<file path="src/rtl/bitband_pkg.sv">
package bitband_pkg;

  // Access size encoding shared by both ports
  typedef enum logic [1:0] {
    SZ_BYTE = 2'd0,
    SZ_HALF = 2'd1,
    SZ_WORD = 2'd2
  } accSize_e;

  // Sequencer states
  typedef enum logic [1:0] {
    ST_IDLE  = 2'd0,
    ST_READ  = 2'd1,
    ST_WRITE = 2'd2,
    ST_DONE  = 2'd3
  } bbState_e;

  // Strobes from control to datapath
  typedef struct packed {
    logic capture;        // latch a new request
    logic latchRead;      // latch backing read data and status
    logic latchWriteErr;  // latch write-back status
  } dpStrobe_t;

endpackage

</file>
<file path="src/rtl/bitband_ctrl.sv">
module bitband_ctrl
  import bitband_pkg::*;
(
  input  logic      clk,
  input  logic      rstN,
  input  logic      sValid,
  input  logic      isWrite,
  input  logic      mAck,
  input  logic      mErr,
  output logic      sReady,
  output logic      sDone,
  output logic      mReq,
  output logic      mWrite,
  output dpStrobe_t strobe
);

  bbState_e stateQ, stateD;

  always_comb begin
    stateD = stateQ;
    unique case (stateQ)
      ST_IDLE:  if (sValid) stateD = ST_READ;
      ST_READ:  if (mAck) stateD = (mErr || !isWrite) ? ST_DONE : ST_WRITE;
      ST_WRITE: if (mAck) stateD = ST_DONE;
      ST_DONE:  stateD = ST_IDLE;
      default:  stateD = ST_IDLE;
    endcase
  end

  always_ff @(posedge clk) begin
    if (!rstN) stateQ <= ST_IDLE;
    else       stateQ <= stateD;
  end

  always_comb begin
    sReady = (stateQ == ST_IDLE);
    sDone  = (stateQ == ST_DONE);
    mReq   = (stateQ == ST_READ) || (stateQ == ST_WRITE);
    mWrite = (stateQ == ST_WRITE);
    strobe.capture       = (stateQ == ST_IDLE) && sValid;
    strobe.latchRead     = (stateQ == ST_READ) && mAck;
    strobe.latchWriteErr = (stateQ == ST_WRITE) && mAck;
  end

endmodule

</file>
<file path="src/rtl/bitband_dp.sv">
module bitband_dp
  import bitband_pkg::*;
#(
  parameter int              ADDR_W = 32,
  parameter int              DATA_W = 32,
  parameter int              OFF_W  = 25,
  parameter logic [ADDR_W-1:0] BASE = 32'h2000_0000
) (
  input  logic              clk,
  input  logic              rstN,
  input  dpStrobe_t         strobe,
  input  logic [OFF_W-1:0]  reqOff,
  input  logic [1:0]        reqSize,
  input  logic              reqWrite,
  input  logic              reqBit,
  input  logic [DATA_W-1:0] mRdata,
  input  logic              mErr,
  output logic [ADDR_W-1:0] mAddr,
  output logic [1:0]        mSize,
  output logic [DATA_W-1:0] mWdata,
  output logic [DATA_W-1:0] sRdata,
  output logic              sErr,
  output logic              isWrite
);

  localparam int LANES  = DATA_W / 8;
  localparam int IDX_W  = $clog2(DATA_W);
  localparam int LANE_W = (LANES > 1) ? $clog2(LANES) : 1;

  logic [OFF_W-1:0]  offQ;
  logic [1:0]        sizeQ;
  logic              wrQ, bitQ, errQ;
  logic [DATA_W-1:0] bufQ;

  always_ff @(posedge clk) begin
    if (!rstN) begin
      offQ  <= '0;
      sizeQ <= '0;
      wrQ   <= 1'b0;
      bitQ  <= 1'b0;
      errQ  <= 1'b0;
      bufQ  <= '0;
    end else begin
      if (strobe.capture) begin
        offQ  <= reqOff;
        sizeQ <= reqSize;
        wrQ   <= reqWrite;
        bitQ  <= reqBit;
        errQ  <= 1'b0;
      end
      if (strobe.latchRead) begin
        bufQ <= mRdata;
        errQ <= mErr;
      end
      if (strobe.latchWriteErr) errQ <= mErr;
    end
  end

  // Address translation and size alignment
  logic [ADDR_W-1:0] byteMask;
  logic [IDX_W-1:0]  bitMask, bitIdx;
  logic [LANE_W-1:0] laneSel;
  logic [2:0]        bitSel;

  always_comb begin
    byteMask = ADDR_W'((32'd1 << sizeQ) - 32'd1);
    bitMask  = IDX_W'((32'd8 << sizeQ) - 32'd1);
    bitIdx   = offQ[IDX_W+1:2] & bitMask;
    laneSel  = LANE_W'(bitIdx >> 3);
    bitSel   = bitIdx[2:0];
    mAddr    = (BASE | ADDR_W'(offQ >> 5)) & ~byteMask;
    mSize    = sizeQ;
  end

  // Per-lane merge of the selected bit
  for (genvar g = 0; g < LANES; g++) begin : gLane
    logic [7:0] oldByte, newByte;
    logic       laneOn;
    always_comb begin
      oldByte = bufQ[8*g +: 8];
      laneOn  = (32'(g) < (32'd1 << sizeQ));
      newByte = oldByte;
      if (laneSel == LANE_W'(g)) newByte[bitSel] = bitQ;
      mWdata[8*g +: 8] = laneOn ? newByte : 8'h00;
    end
  end

  assign sRdata  = DATA_W'((!wrQ && !errQ) ? bufQ[bitIdx] : 1'b0);
  assign sErr    = errQ;
  assign isWrite = wrQ;

endmodule

</file>
<file path="src/rtl/bitband_bridge.sv">
module bitband_bridge
  import bitband_pkg::*;
#(
  parameter int                ADDR_W       = 32,
  parameter int                DATA_W       = 32,
  parameter int                WINDOW_BYTES = 32'h0200_0000,
  parameter logic [ADDR_W-1:0] BASE         = 32'h2000_0000,
  localparam int               OFF_W        = $clog2(WINDOW_BYTES)
) (
  input  logic              clk,
  input  logic              rstN,
  input  logic              sValid,
  output logic              sReady,
  input  logic              sWrite,
  input  logic [OFF_W-1:0]  sAddr,
  input  logic [1:0]        sSize,
  input  logic              sWbit,
  output logic              sDone,
  output logic [DATA_W-1:0] sRdata,
  output logic              sErr,
  output logic              mReq,
  output logic              mWrite,
  output logic [ADDR_W-1:0] mAddr,
  output logic [1:0]        mSize,
  output logic [DATA_W-1:0] mWdata,
  input  logic              mAck,
  input  logic [DATA_W-1:0] mRdata,
  input  logic              mErr
);

  dpStrobe_t strobe;
  logic      isWrite;

  bitband_ctrl u_ctrl (
    .clk     (clk),
    .rstN    (rstN),
    .sValid  (sValid),
    .isWrite (isWrite),
    .mAck    (mAck),
    .mErr    (mErr),
    .sReady  (sReady),
    .sDone   (sDone),
    .mReq    (mReq),
    .mWrite  (mWrite),
    .strobe  (strobe)
  );

  bitband_dp #(
    .ADDR_W (ADDR_W),
    .DATA_W (DATA_W),
    .OFF_W  (OFF_W),
    .BASE   (BASE)
  ) u_dp (
    .clk      (clk),
    .rstN     (rstN),
    .strobe   (strobe),
    .reqOff   (sAddr),
    .reqSize  (sSize),
    .reqWrite (sWrite),
    .reqBit   (sWbit),
    .mRdata   (mRdata),
    .mErr     (mErr),
    .mAddr    (mAddr),
    .mSize    (mSize),
    .mWdata   (mWdata),
    .sRdata   (sRdata),
    .sErr     (sErr),
    .isWrite  (isWrite)
  );

endmodule

</file>
<file path="config.mk">
export PLATFORM = sky130hd
export DESIGN_NAME = bitband_bridge
export DESIGN_NICKNAME = d
export VERILOG_FILES = /design/src/rtl/bitband_pkg.sv /design/src/rtl/bitband_ctrl.sv /design/src/rtl/bitband_dp.sv /design/src/rtl/bitband_bridge.sv
export SDC_FILE = /design/constraint.sdc
export NUM_CORES = 1
export LEC_CHECK = 0
export ABC_AREA = 1
export BUFFER_PORTS_ARGS = -buffer_cell sky130_fd_sc_hd__clkbuf_2
export CORE_ASPECT_RATIO = 1.2
export CORE_MARGIN = 2
export CORE_UTILIZATION = 45
export DETAILED_ROUTE_END_ITERATION = 10
export PLACE_DENSITY = 0.86
export SLEW_MARGIN = 30
export SYNTH_ARGS = -nofsm -noshare
export SYNTH_HDL_FRONTEND = slang
export SYNTH_SLANG_ARGS = --single-unit
</file>
<file path="constraint.sdc">
create_clock -name clk -period 4.2 [get_ports clk]
set_input_delay 0.84 -clock clk [delete_from_list [all_inputs] [get_ports clk]]
set_output_delay 0.84 -clock clk [all_outputs]
set_load 0.005 [all_outputs]
</file>
Yosys cells after proc, flatten, opt, wreduce, memory -nomap -nowiden
Cells that the tools add are included.
- $add $sub $neg: 2
- $lt $le $gt $ge: 7
- equality and inequality tests: 9
- shift-type cells: 2
- mux-type cells: 25
- bitwise logic cells: 3
- reduce and logical (&&, ||, !) cells: 13
- operators by type and width (cell ; count):
    < comparator 1 x 32 -> 1 bit, first input constant ; 2
    < comparator 2 x 32 -> 1 bit, first input constant ; 2
    two-way mux 8 bit ; 8
    AND 30 x 32 -> 32 bit ; 1
    bitwise mux 8 bit ; 4
    inverter 32 bit ; 1
    << shifter 1 x 2 -> 32 bit, first input constant ; 1
    subtractor 32 x 1 -> 32 bit, second input constant ; 1
    equality test 2 bit, second input constant ; 4
    case mux 2 bit (4 select lines) ; 1
    two-way mux 1 bit ; 7
    < comparator 5 x 6 -> 1 bit, second input constant ; 1
    two-way mux 2 bit ; 3
    AND 5 bit ; 1
    binary-select mux 1 bit (select 5 bit) ; 1
    logical AND 1 bit ; 5
    << shifter 4 x 2 -> 5 bit, first input constant ; 1
    subtractor 5 x 1 -> 5 bit, second input constant ; 1
    equality test 2 x 1 -> 1 bit, second input constant ; 2
    logical NOT 2 bit ; 2
    < comparator 3 x 4 -> 1 bit, second input constant ; 1
    != test 2 bit, second input constant ; 2
    demux 1 bit (select 3 bit) ; 1
    >= comparator 3 x 1 -> 1 bit, second input constant ; 1
    other kinds (5) ; 7
- register bits: 64
- input port bits: 66
- output and inout port bits: 103
- word-level logic and storage cells: 68

Logic depth before layout (Yosys ltp)
- word-level depth: 10
- gate-level depth with buffers: 11
- mapped depth without buffers: 11

By module
From an unflattened synthesis, not the netlist that was laid out.
- cell total of the unflattened synthesis: 568
- area total of the unflattened synthesis: 3797.4 um2
- by module, submodules not included (module ; times used ; cells each ; area each (um2) ; seq. area each (um2)):
    bitband_dp ; 1 ; 537 ; 3583.4 ; 1201.2
    bitband_ctrl ; 1 ; 31 ; 214.0 ; 40.0

Least setup slack after synthesis
OpenSTA, ideal clock, no wires.
- path type: reg2out
- from: reg u_dp.sizeQ[1] (netlist: u_dp.mSize[1])
- to: out mWdata[5]
- data arrival time: 2.074 ns
- required time: 3.360 ns
- setup slack: 1.286 ns
- cell stages (with the launch flop): 12
- cells stage by stage: dfxtp_1 inv_4 nand2_8 clkinv_1 ha_1 nor2_4 inv_2 nand2_4 inv_4 nand2_1 o22ai_1 a21oi_1
- word-level cells in the longest chain between the ends: 10
- elaborated cells between the ends (all ways): 14
- RTL lines (item ; line ; text):
    start: declaration ; bitband_dp.sv:31 ; logic [1:0] sizeQ;
    start signal: assignment ; bitband_dp.sv:46 ; sizeQ <= reqSize;
    << shifter 4 x 2 -> 5 bit ; bitband_dp.sv:67 ; bitMask = IDX_W'((32'd8 << sizeQ) - 32'd1);
    subtractor 5 x 1 -> 5 bit ; bitband_dp.sv:67 ;
    AND 5 bit ; bitband_dp.sv:68 ; bitIdx = offQ[IDX_W+1:2] & bitMask;
    < comparator 3 x 4 -> 1 bit (implied by the code) / >= comparator 3 x 1 -> 1 bit (equally long branches) ; bitband_dp.sv:83 ; if (laneSel == LANE_W'(g)) newByte[bitSel] = bitQ;
    logical AND 1 bit (implied by the code) ; bitband_dp.sv:83 ;
    two-way mux 1 bit (implied by the code) ; bitband_dp.sv:83 ;
    demux 1 bit (select 3 bit) ; n/a ;
    bitwise mux 8 bit ; bitband_dp.sv:83 ;
    two-way mux 8 bit ; bitband_dp.sv:83 ;
    two-way mux 8 bit (*) ; bitband_dp.sv:84 ; mWdata[8*g +: 8] = laneOn ? newByte : 8'h00;
    end: declaration ; bitband_bridge.sv:25 ; output logic [DATA_W-1:0] mWdata,
Mark *: on every way between the ends. The rest lies on a longest branch, timed or not.

Final worst setup path
Ends and elaborated chain as after synthesis.

==> run metrics <==
die span in x 88.15 µm; Max Fclk 261.9 MHz; Slew HR 0.4334; met1 Use GR 0.2952; global-route usage over all layers 0.2339; CTS Sinks 62; hold crit path type reg -> reg; Reg-to-Reg End u_dp.offQ[20]$_SDFFE_PN0P_; clk slew on worst S/H paths 0.06 ns; cts hold-fix bufs 0; Slowest cell on crit path dfxtp_1; Worst EP arrival 2.98 ns; row count 36; syn_area_per_cell 6.768 µm²; CP startpoint kind flop; fillers 862; CP Cell Sequence inv_4 -> nand2_8 -> clkinv_1 -> ha_1 -> nor2_4 -> inv_2 -> nand2_4 -> inv_4 -> nand2_1 -> o22ai_1 -> a21oi_1 -> clkbuf_2; WL final 10610 µm; H-tree Lvls 3; Final Power 0.002486 W; first-pass GRT wire length 16990 µm; DP HPWL 8047 µm; cell accounting for the most synthesized area dfxtp_1; Die Ht 105.0 µm; Clock Tree Root clkbuf_8; ys async rst share 0; critical path's largest stage delay 0.53 ns; TNS Setup 0 ns; grt total ovfl 0; DR vias 3926; yosys warns 0; met3 Use GR 0.07109; Tcrit/Tclk final 0.9091; Initial Util 0.4664; most frequent cells after synthesis o21ai_0 (84), nand2_1 (80), a21oi_1 (77), inv_1 (63), dfxtp_1 (62); Skew-Pair Late Insertion Delay 0.34 ns; CTS max path bufs 2; routed len/inst 13.38 µm; CTS tree yes; share of cells above drive strength 1 0.2430; vias in the first global route 3594; CP most frequent cell inv_4; HP Start u_dp.offQ[9]$_SDFFE_PN0P_; CP Class reg -> out; count leader, synth o21ai_0; # resized after CTS 0; core area 8198 µm²; Synth Register Bits 62; WP data required 3.36 ns; initial antenna violation count 0; cell type group with the largest total delay on the critical path buffers and inverters; post-route ant nets 0; Multi-input gate area 1996 µm²; post-synth top area share 0.3246; worst vdd ir 0.0003480 V; Buf/Inv on CP 5; Max Slew Vio Count 0; PD cells 548.8 nW/µm²; Final GP Congestion 0.9607; die area 9253 µm²; Most Crowded Layer GR met2; FF+latch area 1241 µm²; placed cell count 777; leak pwr 2.157 nW; worst hold path depth 2; synth top area cells dfxtp_1 (32%), o21ai_0 (11%), a21oi_1 (10%); # IOs 169; Area Overhead vs Synth 18.49%; GR Layer Usage met2 0.3793; post-route insts no fill 793; Setup crit end kind output port; worst r2r path cells 6; reg2reg start u_ctrl.stateQ[0]$_SDFFE_PN0P_; Final setup viols 0; Hold Crit Endpoint u_dp.offQ[9]$_SDFFE_PN0P_; maxcap violations 0; number of synthesized flops with an enable pin 0; Layout Skew 0.007020 ns; status complete, no violations; Via density 4.951; setup repair after global routing missed its margin no; Syn Inst Count 565; NumNets Final 748; largest net degree at the start of global routing 63; cell area after synthesis 3824 µm²; Area after DPL 4330 µm²; Finished Core Util 0.5527; Fin. Hold Viols 0; Inserted Diodes 0; DRC viols 0; register area share after synthesis 0.3246; fin crit period 3.818 ns; Reg2Reg Setup Slack 2.44 ns; postcts setup bufs 0; DR iter-0 viols 287; design area 4531 µm²; Crit Path Max Fanout 10; Pre-antenna DRT Iters 4; Port Buffers 123; worst slew pin tran 0.8500 ns; Yosys cell types 32; CTS Buf Count 9; Primary FF master, synth dfxtp_1
==> per-stage QoR <==
step           worst slack, ns  hold WS, ns
2_1_floorplan            1.286       0.4300
3_3_place_gp            0.8073       0.4397
3_5_place_dp            0.7671       0.4498
4_1_cts                 0.3810       0.4599
5_1_grt                0.09213       0.4791
6_report                0.3819       0.4547
==> layout make-up <==
cell class	count	area share
Sequential cell	62	0.2740
Multi-Input combinational cell	402	0.4405
Clock inverter	4	0.009942
Inverter	72	0.06738
Clock buffer	12	0.03424
Timing Repair Buffer	127	0.1425
Tap cell	114	0.03148
==> placed cells by master (no fill, tap or decap), types with 4 or more instances in the layout <==
cell	Yosys	routed
clkbuf_2	0	122
nand3_1	17	17
dfxtp_1	62	62
ha_1	8	8
clkbuf_8	0	11
or2_2	4	4
nor3_1	12	12
a21oi_1	77	77
nor2_1	51	51
a31oi_1	4	4
buf_4	45	4
nand2_1	80	80
inv_1	63	63
o31ai_1	4	4
conb_1	2	43
o21ai_0	84	84
nand2_8	5	5
==> cell families (layout without fill, tap and decap cells) <==
logic type	Yosys count	after routing	synth area share
adders and majority gates	8	8	0.02618
other	2	43	0.001964
AOI/OAI and AO/OA	177	177	0.2408
and+or+nand+nor	174	174	0.2127
buffers and inverters	142	215	0.1937
DFF	62	62	0.3246
==> state kept, by name (all words and copies together) (netlist names) <==
name,cells
u_ctrl.stateQ,2
u_dp.mSize,2
u_dp.bufQ,32
u_dp.isWrite,1
u_dp.sErr,1
u_dp.offQ,23
u_dp.bitQ,1
==> how the worst max path moves through the flow <==
stage                                     startpoint         to  slack, ns  cells after the start
final                     u_dp.mSize[1]$_SDFFE_PN0P_  mWdata[5]       0.38                     12
after global routing      u_dp.mSize[1]$_SDFFE_PN0P_  mWdata[5]       0.09                     12
after CTS                 u_dp.mSize[1]$_SDFFE_PN0P_  mWdata[5]       0.38                     12
after detailed placement  u_dp.mSize[1]$_SDFFE_PN0P_  mWdata[5]       0.77                     12
after global placement    u_dp.mSize[1]$_SDFFE_PN0P_  mWdata[5]       0.81                     12
after floorplan           u_dp.mSize[1]$_SDFFE_PN0P_  mWdata[5]       1.29                     11
==> worst reg2reg max path: cells and delay by family (launching register included) <==
| family | cells | cell delay [ns] |
|---|---|---|
| buffers and inverters | 2 | 0.50 |
| DFF | 1 | 0.41 |
| AOI/OAI and AO/OA | 2 | 0.32 |
| adders and majority gates | 1 | 0.23 |
| and+or+nand+nor | 1 | 0.23 |
==> per-layer routing <==
metal,wire length (µm),share of wire
met1,4471,0.42
met2,5119,0.48
met3,875,0.082
met4,145,0.014
met5,0,0
==> where the power goes <==
group / total [W] / leakage, nW / internal (W) / switching (W)
combinational: 0.00110 / 1.54 / 0.000384 / 0.000712
clock: 0.000533 / 0.106 / 0.000304 / 0.000230
sequential: 0.000857 / 0.509 / 0.000746 / 0.000111
(Power assumes the default switching activity.)
